--- src/rtl/bwg_pkg.sv ---
package bwg_pkg;
  typedef enum logic [1:0] {SPD_FAST, SPD_SLOW, SPD_XSLOW} spd_e;
  typedef enum logic [1:0] {ST_IDLE, ST_BUSY, ST_STALL} st_e;
endpackage

--- src/rtl/bwg_decode.sv ---
module bwg_decode
  import bwg_pkg::*;
#(
  parameter int ADDR_W = 24,
  parameter logic [15:0] LOW_LIM   = 16'h2000,
  parameter logic [15:0] REG_HI    = 16'h5FFF,
  parameter logic [15:0] PORT_BASE = 16'h4016,
  parameter logic [7:0]  WRAM_BANK = 8'h7E
) (
  input  logic [ADDR_W-1:0] addr_i,
  input  logic              internal_i,
  input  logic              fastrom_i,
  output spd_e              spd_o
);
  localparam int OFF_W = 16;
  localparam int BANK_W = ADDR_W - OFF_W;

  logic [BANK_W-1:0] bank;
  logic [OFF_W-1:0]  off;
  logic low_bank, wram_hit, port_hit, reg_hit, fast_hit;

  assign bank = addr_i[ADDR_W-1:OFF_W];
  assign off  = addr_i[OFF_W-1:0];

  // banks 00-3F and 80-BF share the low system map
  assign low_bank = ~bank[BANK_W-2];
  assign wram_hit = (bank[BANK_W-1:1] == WRAM_BANK[BANK_W-1:1]) ||
                    (low_bank && (off < LOW_LIM));
  assign port_hit = low_bank && (off[OFF_W-1:1] == PORT_BASE[OFF_W-1:1]);
  assign reg_hit  = low_bank && (off >= LOW_LIM) && (off <= REG_HI);
  assign fast_hit = fastrom_i && bank[BANK_W-1] && (!low_bank || off[OFF_W-1]);

  always_comb begin
    if (internal_i)    spd_o = SPD_FAST;
    else if (port_hit) spd_o = SPD_XSLOW;
    else if (wram_hit) spd_o = SPD_SLOW;
    else if (reg_hit)  spd_o = SPD_FAST;
    else if (fast_hit) spd_o = SPD_FAST;
    else               spd_o = SPD_SLOW;
  end
endmodule

--- src/rtl/bwg_len_sel.sv ---
module bwg_len_sel
  import bwg_pkg::*;
#(
  parameter int LEN_W     = 4,
  parameter int LEN_FAST  = 6,
  parameter int LEN_SLOW  = 8,
  parameter int LEN_XSLOW = 12
) (
  input  spd_e             spd_i,
  output logic [LEN_W-1:0] len_o
);
  always_comb begin
    unique case (spd_i)
      SPD_FAST:  len_o = LEN_W'(LEN_FAST);
      SPD_XSLOW: len_o = LEN_W'(LEN_XSLOW);
      default:   len_o = LEN_W'(LEN_SLOW);
    endcase
  end
endmodule

--- src/rtl/bwg_seq.sv ---
module bwg_seq
  import bwg_pkg::*;
#(
  parameter int LEN_W       = 4,
  parameter int CNT_W       = 6,
  parameter int REFRESH_LEN = 40
) (
  input  logic             clk_i,
  input  logic             rst_ni,
  input  logic             valid_i,
  input  logic [LEN_W-1:0] len_sel_i,
  input  logic             refresh_req_i,
  output logic             done_o,
  output logic [LEN_W-1:0] len_o
);
  localparam logic [CNT_W-1:0] STALL_END = CNT_W'(REFRESH_LEN);
  localparam logic [CNT_W-1:0] CNT_ONE   = CNT_W'(1);

  st_e              st_q, st_d;
  logic [CNT_W-1:0] cnt_q, cnt_d;
  logic [LEN_W-1:0] len_q, len_d;
  logic             pend_q, pend_d;
  logic             req_any, cyc_end, stall_end, gap;

  assign req_any   = pend_q | refresh_req_i;
  assign cyc_end   = (st_q == ST_BUSY) && (cnt_q == CNT_W'(len_q));
  assign stall_end = (st_q == ST_STALL) && (cnt_q == STALL_END);
  assign gap       = (st_q == ST_IDLE) || cyc_end || stall_end;

  always_comb begin
    st_d   = st_q;
    cnt_d  = CNT_W'(cnt_q + CNT_ONE);
    len_d  = len_q;
    pend_d = req_any;
    if (gap) begin
      pend_d = 1'b0;
      if (req_any) begin
        st_d  = ST_STALL;
        cnt_d = CNT_ONE;
      end else if (valid_i) begin
        st_d  = ST_BUSY;
        cnt_d = CNT_ONE;
        len_d = len_sel_i;
      end else begin
        st_d  = ST_IDLE;
        cnt_d = '0;
      end
    end
  end

  always_ff @(posedge clk_i or negedge rst_ni) begin
    if (!rst_ni) begin
      st_q   <= ST_IDLE;
      cnt_q  <= '0;
      len_q  <= '0;
      pend_q <= 1'b0;
    end else begin
      st_q   <= st_d;
      cnt_q  <= cnt_d;
      len_q  <= len_d;
      pend_q <= pend_d;
    end
  end

  assign done_o = cyc_end;
  assign len_o  = len_q;


  done_single_chk: assert property (@(posedge clk_i) disable iff (!rst_ni)
    done_o |=> !done_o);


  len_hold_chk: assert property (@(posedge clk_i) disable iff (!rst_ni)
    (st_q == ST_BUSY && !done_o) |=> $stable(len_o));


  stall_hold_chk: assert property (@(posedge clk_i) disable iff (!rst_ni)
    (st_q == ST_STALL && !stall_end) |=> (st_q == ST_STALL && !done_o));


  refresh_defer_chk: assert property (@(posedge clk_i) disable iff (!rst_ni)
    (st_q == ST_BUSY && !done_o && refresh_req_i) |=> (st_q == ST_BUSY));


  stall_after_done_chk: assert property (@(posedge clk_i) disable iff (!rst_ni)
    (done_o && req_any) |=> (st_q == ST_STALL && !done_o));
endmodule

--- src/rtl/bus_wait_gen.sv ---
module bus_wait_gen
  import bwg_pkg::*;
#(
  parameter int ADDR_W      = 24,
  parameter int LEN_FAST    = 6,
  parameter int LEN_SLOW    = 8,
  parameter int LEN_XSLOW   = 12,
  parameter int REFRESH_LEN = 40
) (
  input  logic              clk_i,
  input  logic              rst_ni,
  input  logic [ADDR_W-1:0] addr_i,
  input  logic              valid_i,
  input  logic              internal_i,
  input  logic              fastrom_i,
  input  logic              refresh_req_i,
  output logic              done_o,
  output logic [3:0]        len_o
);
  localparam int LEN_MAX = (LEN_XSLOW > LEN_SLOW) ? LEN_XSLOW : LEN_SLOW;
  localparam int LEN_W   = $clog2(LEN_MAX + 1);
  localparam int CNT_MAX = (REFRESH_LEN > LEN_MAX) ? REFRESH_LEN : LEN_MAX;
  localparam int CNT_W   = $clog2(CNT_MAX + 1);

  spd_e             spd;
  logic [LEN_W-1:0] len_sel, len_q;

  bwg_decode #(.ADDR_W(ADDR_W)) decode_i (
    .addr_i(addr_i), .internal_i(internal_i), .fastrom_i(fastrom_i), .spd_o(spd)
  );

  bwg_len_sel #(
    .LEN_W(LEN_W), .LEN_FAST(LEN_FAST), .LEN_SLOW(LEN_SLOW), .LEN_XSLOW(LEN_XSLOW)
  ) len_sel_i (
    .spd_i(spd), .len_o(len_sel)
  );

  bwg_seq #(.LEN_W(LEN_W), .CNT_W(CNT_W), .REFRESH_LEN(REFRESH_LEN)) seq_i (
    .clk_i(clk_i), .rst_ni(rst_ni), .valid_i(valid_i), .len_sel_i(len_sel),
    .refresh_req_i(refresh_req_i), .done_o(done_o), .len_o(len_q)
  );

  assign len_o = 4'(len_q);


  done_len_chk: assert property (@(posedge clk_i) disable iff (!rst_ni)
    done_o |-> (len_o != 4'd0));
endmodule

--- config.mk ---
export PLATFORM = sky130hd
export DESIGN_NAME = bus_wait_gen
export DESIGN_NICKNAME = d
export VERILOG_FILES = /design/src/rtl/bwg_pkg.sv /design/src/rtl/bwg_decode.sv /design/src/rtl/bwg_len_sel.sv /design/src/rtl/bwg_seq.sv /design/src/rtl/bus_wait_gen.sv
export SDC_FILE = /design/constraint.sdc
export NUM_CORES = 1
export LEC_CHECK = 0
export BUFFER_PORTS_ARGS = -buffer_cell sky130_fd_sc_hd__buf_2
export CORE_ASPECT_RATIO = 0.9
export CORE_MARGIN = 2
export CORE_UTILIZATION = 36
export CTS_CLUSTER_DIAMETER = 200
export CTS_CLUSTER_SIZE = 24
export DETAILED_ROUTE_END_ITERATION = 7
export GPL_TIMING_DRIVEN = 0
export PLACE_DENSITY = 0.65
export SETUP_SLACK_MARGIN = 0.3
export SKIP_LAST_GASP = 1
export SYNTH_ARGS = -nofsm -noshare
export SYNTH_HDL_FRONTEND = slang
export SYNTH_SLANG_ARGS = --single-unit
--- constraint.sdc ---
create_clock -name clk_i -period 1.9 [get_ports clk_i]
set_input_delay 0.095 -clock clk_i [delete_from_list [all_inputs] [get_ports clk_i]]
set_output_delay 0.095 -clock clk_i [all_outputs]
set_load 0.01 [all_outputs]
==> summary.txt, run 1 <==
STA
  – Final Hold Fails: 0
  – Worst Skew: 0.003361 ns
  – Post-layout min period: 1.660 ns
  – RSZ-0062 raised after global routing: yes
  – Fmax achieved: 0.6024 GHz
  – Slew Viols, Final: 0
  – # setup viols final: 0
  – Part of the cycle the worst path needs: 0.8738
  – Setup tns final: 0 ns

Cells and area
  – Nets: 142
  – Final Non-Filler Cells: 133
  – Register area: 301.5 µm²
  – # diodes: 0
  – Fraction of layout cells with a size suffix above 1: 0.4722
  – Area of the multi-input gates: 426.7 µm²
  – Area grow syn2layout: 45.03%
  – Filler cell count: 172

Setup path
  – CP arrival: 1.82 ns
  – CP max FO: 3
  – Reg2Reg Launch Point: seq_i.cnt_q[1]
  – Reg2reg path depth: 6
  – CP Launch Type: register
  – FF-to-FF End: seq_i.len_o[3]
  – Critical path startpoint: seq_i.cnt_q[1]
  – Required @ worst endpoint: 2.06 ns
  – Crit. End Element: register
  – R2R Setup Slk: 0.24 ns
  – Critical path class: reg2reg

Clock tree
  – CTS tree: built
  – Bufs on Longest Clock Path: 2
  – Clock sink count: 12
  – Cell chosen for the clock root: clkbuf_4
  – CTS buffer count: 3
  – Worst skew pair latency: 0.27 ns
  – H-tree depth: 1
  – Clock transition at the registers of the reported paths: 0.07 ns

Global route
  – Vias in the first global route: 590
  – Initial antenna violation count: 0
  – Grt total ovfl: 0
  – First-pass GRT wire length: 2.760 mm
  – Aggregate global-route resource usage: 0.1664
  – Largest net degree at the start of global routing: 13

Synth
  – Flops & latches, synth: 12
  – Share of the synthesized area in the top cell type: 0.4188
  – Seq/Total Area, Yosys: 0.4188
  – Synth top area cells: dfrtp_1, xnor2_1, nor2_1
  – Yosys cell types: 28
  – Ys async rst share: 1.000
  – Biggest area consumer among synthesized cells: dfrtp_1
  – Post-synthesis instance total: 68
  – Most used DFF post-synth: dfrtp_1
  – Cell Area, Synth: 716.9 µm²
  – Post-synth EDFFs: 0
  – YS warnings: 0
  – Syn Area/Cell: 10.54 µm²
  – Syn Nets: 100

Hold path
  – Worst Min Path Start: refresh_req_i
  – Worst hold path type: in2reg
  – Hold Path Cell Cnt: 3
  – Hold Path Sink: seq_i.cnt_q[0]

Power
  – Power per cell area: 1091 mW/mm²
  – Worst IR Drop VDD: 0.0004871 V
  – Pleak: 0.4562 nW
  – Total power: 0.001134 W

Die
  – Die area: 0.002365 mm²
  – Rows: 15
  – Die Span X: 51.04 µm
  – Core footprint: 0.001896 mm²
  – Initial core utilization: 0.3782
  – Chip height: 46.34 µm
  – I/O pin cnt: 35

Detailed routing
  – Via count: 634
  – Wirelength per Cell: 12.91 µm
  – DRC: 0
  – DRT Pass-1 Iters: 4
  – Vias per cell: 4.767
  – Final WL: 1.717 mm
  – First DRT Iteration DRCs: 9
  – Final antenna-violating net count: 0

Flow run
  – Max Cap Violations: 0

Place
  – Placed insts: 119
  – Port bufs: 26
  – Placer Congestion: 0.7220
  – Dpl hpwl: 1.204 mm

Outcome
  – Status: complete, no violations
==> state kept, by name, summed over array words and instances (netlist names) <==
name	flops
seq_i.cnt_q	6
seq_i.len_o	3
seq_i.st_q	2
seq_i.pend_q	1
==> report_power, final <==
part | internal, W | switching [W] | leakage [nW] | total [W]
Clock | 0.0000733 | 0.0000772 | 0.0138 | 0.000150
Sequential | 0.000345 | 0.000134 | 0.131 | 0.000479
Combinational | 0.000292 | 0.000213 | 0.311 | 0.000505
Total | 0.000710 | 0.000425 | 0.456 | 0.00113
==> metrics by stage <==
step	area, µm²	worst slack, ns	hold WS [ns]	util
2_1_floorplan	725.7	0.3766	-0.2006	-
3_3_place_gp	887.1	0.2965	-0.01562	0.4680
3_5_place_dp	887.1	0.2152	-0.005172	0.4680
4_1_cts	1001	0.2751	0.1141	0.5281
5_1_grt	1040	0.1656	0.1389	0.5485
6_report	1040	0.2399	0.1205	0.5485
==> cell usage after synthesis (all sizes together), types with 2 or more instances <==
library cell / instances
nand4: 2
ha: 2
o22ai: 2
inv: 5
xor2: 2
dfrtp: 12
nand3: 3
nor4b: 5
nand2: 2
nand2b: 2
mux2i: 3
xnor2: 6
nor2: 10
==> routing by layer <==
| metal | track usage | vias up | wire [µm] |
|---|---|---|---|
| met1 | 0.2028 | 303 | 694 |
| met5 | 0 | - | 0 |
| met2 | 0.2701 | 12 | 937 |
| met4 | 0.06486 | 0 | 19 |
| met3 | 0.06169 | 2 | 65 |
| li1 | - | 317 | - |
==> cell type report <==
type                            instances  share of cell area
Clock buffer                            3             0.02166
Sequential cell                        12              0.2900
Timing Repair Buffer                   37              0.2226
Buffer                                  1            0.007220
Multi-Input combinational cell         50              0.4103
Inverter                                5             0.01805
Tap cell                               25             0.03008
==> worst max-delay path, cell delays in order, from the launching register on <==
cell	delay, ns
dfrtp_1	0.41
inv_2	0.08
ha_4	0.12
nor4bb_4	0.28
a21boi_4	0.13
o22ai_4	0.22
mux2_4	0.32
==> cells in the final DEF, fill, tap and decap left out, drive strengths merged, types with 2 or more instances in the layout <==
cell type / n
nand3: 3
mux2i: 3
xor2: 2
nor4b: 5
ha: 2
clkbuf: 3
xnor2: 6
nand2: 2
o22ai: 2
inv: 5
nand4: 2
nand2b: 2
nor2: 10
dfrtp: 12
buf: 37
==> repair_timing <==
| item | in CTS | in global routing |
|---|---|---|
| gates resized for setup | 5 | 2 |
| endpoints found under the hold margin | 12 | 0 |
| hold buffers | 1 | 0 |
| pin swaps | 3 | 3 |
| endpoints found under the setup margin | 7 | 6 |
| setup buffers | 8 | 2 |
==> worst max path at each step <==
stage / to / slack [ns] / depth (start not counted)
global route: seq_i.len_o[2] / 0.17 / 7
detailed placement: seq_i.len_o[3] / 0.22 / 6
finish: seq_i.len_o[3] / 0.24 / 6
global placement: seq_i.len_o[3] / 0.30 / 6
CTS: seq_i.len_o[3] / 0.28 / 6
floorplan: seq_i.len_o[3] / 0.38 / 6
==> cell families (layout without fill, tap and decap cells) <==
group,Yosys count,after routing,synth area share
buffers and inverters,6,46,0.03666
muxes,4,4,0.06282
DFF,12,12,0.4189
other,1,1,0.005231
adders and majority gates,2,2,0.03490
xor gates and xnor gates,8,8,0.09774
AOI/OAI and AO/OA,8,8,0.1082
and+or+nand+nor,27,27,0.2356
Note: power is estimated with default switching activity, not from simulation.
==> inputs of run 2 (changes only) <==
--- a/config.mk
+++ b/config.mk
@@ -7,2 +7,3 @@
 export LEC_CHECK = 0
+export ABC_AREA = 1
 export BUFFER_PORTS_ARGS = -buffer_cell sky130_fd_sc_hd__buf_2
@@ -15,3 +16,2 @@
 export GPL_TIMING_DRIVEN = 0
-export PLACE_DENSITY = 0.65
 export SETUP_SLACK_MARGIN = 0.3
--- a/constraint.sdc
+++ b/constraint.sdc
@@ -3,2 +3,2 @@
 set_output_delay 0.095 -clock clk_i [all_outputs]
-set_load 0.01 [all_outputs]
+set_load 0.005 [all_outputs]
==> summary.txt, run 2 <==
Synth
  – Most used DFF post-synth: dfrtp_1
  – Post-synth top cells: nand2_1, nor2_1, inv_1
  – Ys async rst share: 1.000 (unchanged)
  – Flops & latches, synth: 12 (unchanged)
  – Biggest area consumer among synthesized cells: dfrtp_1
  – Syn Nets: 161 (+61%)
  – YS warnings: 0 (unchanged)
  – Post-synthesis instance total: 129 (+90%)
  – Yosys cell types: 21 (-25%)
  – Cell Area, Synth: 834.6 µm² (+16%)
  – Post-synth EDFFs: 0 (unchanged)
  – Synth top area cells: dfrtp_1, nand2_1, nor2_1
  – Syn Area/Cell: 6.469 µm² (-39%)
  – Seq/Total Area, Yosys: 0.3598 (-0.05903)
  – Share of the synthesized area in the top cell type: 0.3598 (-0.05903)
  – Most numerous cell in the Yosys netlist: nand2_1

Clock tree
  – Bufs on Longest Clock Path: 2 (unchanged)
  – CTS buffer count: 3 (unchanged)
  – Clock sink count: 12 (unchanged)
  – Clock transition at the registers of the reported paths: 0.07 ns (about the same)
  – H-tree depth: 1 (unchanged)
  – CTS tree: built
  – Worst skew pair latency: 0.27 ns (about the same)
  – Cell chosen for the clock root: clkbuf_4

Place
  – Worst slack, placed: 0.5141 ns (+0.2989 ns)
  – Port bufs: 26 (unchanged)
  – Dpl hpwl: 1.391 mm (+16%)
  – Placer Congestion: 0.7580 (+5.0%)

Die
  – Die Span X: 54.75 µm (+7.3%)
  – Chip height: 49.68 µm (+7.2%)
  – Initial core utilization: 0.3825 (+0.004236)
  – I/O pin cnt: 35 (unchanged)
  – Core footprint: 0.002182 mm² (+15%)
  – Die area: 0.002720 mm² (+15%)
  – Rows: 16 (+1)

STA
  – Part of the cycle the worst path needs: 0.7861 (-0.08767)
  – Fmax achieved: 0.6695 GHz (+11%)
  – RSZ-0062 raised after global routing: no
  – Slack of the critical path: 0.4064 ns (+0.1666 ns)
  – Worst Skew: 0.003189 ns (-0.0001724 ns)
  – # setup viols final: 0 (unchanged)
  – Final Hold Fails: 0 (unchanged)
  – Slew Viols, Final: 0 (unchanged)
  – Setup tns final: 0 ns (unchanged)
  – Post-layout min period: 1.494 ns (-0.1666 ns)

Global route
  – Vias in the first global route: 745 (+26%)
  – Aggregate global-route resource usage: 0.1443 (-0.02209)
  – First-pass GRT wire length: 2.898 mm (+5.0%)
  – Initial antenna violation count: 0 (unchanged)
  – Grt total ovfl: 0 (unchanged)
  – Largest net degree at the start of global routing: 13 (unchanged)

Detailed routing
  – DRC: 0 (unchanged)
  – Final WL: 1.729 mm (+0.70%)
  – First DRT Iteration DRCs: 10 (+1)
  – Wirelength per Cell: 9.148 µm (-29%)
  – DRT Pass-1 Iters: 4 (unchanged)
  – Via count: 821 (+29%)
  – Final antenna-violating net count: 0 (unchanged)
  – Vias per cell: 4.344 (-8.9%)

Cells and area
  – Register area: 300.3 µm² (-0.41%)
  – Max reg flops: 6 (unchanged)
  – Nets: 195 (+37%)
  – Filler cell count: 226 (+31%)
  – Most common cell after layout, fill and taps aside: nand2_1
  – Area of the multi-input gates: 449.2 µm² (+5.3%)
  – # diodes: 0 (unchanged)
  – Most flops, register: seq_i.cnt_q
  – Area grow syn2layout: 27.59%
  – Most frequent cells in the layout: nand2_1, nor2_1, buf_2
  – Fraction of layout cells with a size suffix above 1: 0.2407 (-0.2315)

Setup path
  – Critical path class: reg2out
  – CP Launch Type: register
  – Crit. End Element: output pin
  – CP max FO: 4 (+1)
  – CP arrival: 1.40 ns (-0.42 ns)
  – Reg2reg path depth: 9 (+3)
  – Required @ worst endpoint: 1.80 ns (-0.26 ns)

Outcome
  – Status: complete, no violations

Power
  – Power per cell area: 478.3 mW/mm² (-56%)
  – Pleak: 0.5964 nW (+31%)
  – Comb power frac: 0.105 (-0.340)
  – Net Sw Power: 0.0001108 W (-74%)
  – Share of power burned in registers: 0.501 (+0.079)
  – Worst IR Drop VDD: 0.0004673 V (-4.1%)
  – Cell-internal power: 0.0003985 W (-44%)
  – Clock network power share: 0.394 (+0.261)
  – Switch share: 0.2175 (-0.1570)

Hold path
  – Worst hold path type: in2reg
  – Hold Path Cell Cnt: 3 (unchanged)

Flow run
  – Max Cap Violations: 0 (unchanged)
==> run 2: cell type report <==
type                       count  share of cell area
inverter                      18             0.06345
tap                           27             0.03173
sequential                    12              0.2820
timing repair buffer          29              0.1457
clock buffer                   4             0.03408
buffer                         2             0.02115
multi-input combinational     97              0.4219
==> run 2: cells by family (layout without fill, tap and decap cells) <==
kind of cell    Yosys count  in the layout  synth area share
simple gates             88             88            0.4528
buf+inv                  20             53            0.1079
flops                    12             12            0.3598
compound gates            4              4           0.02398
fa+ha+maj                 2              2           0.02998
xor+xnor                  2              2           0.02099
other cells               1              1          0.004493
==> run 2: power by group through the flow <==
stage	Sequential [W]	Combinational [W]	Clock, W
after detailed placement	0.000260	0.0000525	0
final	0.000255	0.0000534	0.000201
after global routing	0.000255	0.0000625	0.000221
after global placement	0.000260	0.0000513	0
after CTS	0.000255	0.0000541	0.000211
after floorplan	0.000260	0.0000207	0
==> run 2: per-layer routing <==
layer / GRT usage / up-vias / wire [µm] / share of wire
met5: 0 / - / 0 / 0
met4: 0.02500 / 0 / 5 / 0.0029
met3: 0.04545 / 2 / 70 / 0.040
met2: 0.2222 / 11 / 747 / 0.43
met1: 0.1985 / 353 / 906 / 0.52
li1: - / 455 / - / -
==> run 2: timing repair <==
item                       CTS  global route
hold buffers                 1             0
resized for setup            0             1
setup endpoints to repair    0             1
hold endpoints to repair    12             0
buffers inserted             0             2
==> run 2: final timing paths <==
kind	slack (ns)	from	end
max	0.41	seq_i.cnt_q[4]	done_o
min	0.07	refresh_req_i	seq_i.pend_q
max reg2reg	0.52	seq_i.cnt_q[1]	seq_i.cnt_q[0]
min reg2reg	0.50	seq_i.pend_q	seq_i.pend_q
max in group asynchronous	1.47	rst_ni	seq_i.pend_q
min in group asynchronous	0.21	rst_ni	seq_i.cnt_q[5]
==> run 2: stage by stage <==
stage	total power, W	cells	hold WS (ns)	area, µm²	util
6_report	0.0005093	189	0.06982	1065	0.4880
5_1_grt	0.0005391	189	0.08402	1065	0.4880
4_1_cts	0.0005198	187	0.06498	1045	0.4788
3_5_place_dp	0.0003127	182	-0.01019	998.5	0.4576
3_3_place_gp	0.0003116	182	-0.01322	998.5	0.4576
2_1_floorplan	0.0002810	129	-0.2006	834.6	-
==> run 2: worst max-delay path: stages, from the launching register on <==
cell and delay (ns):
dfrtp_1 0.41, or2_1 0.25, nor3_1 0.16, nor3b_2 0.17, buf_2 0.13
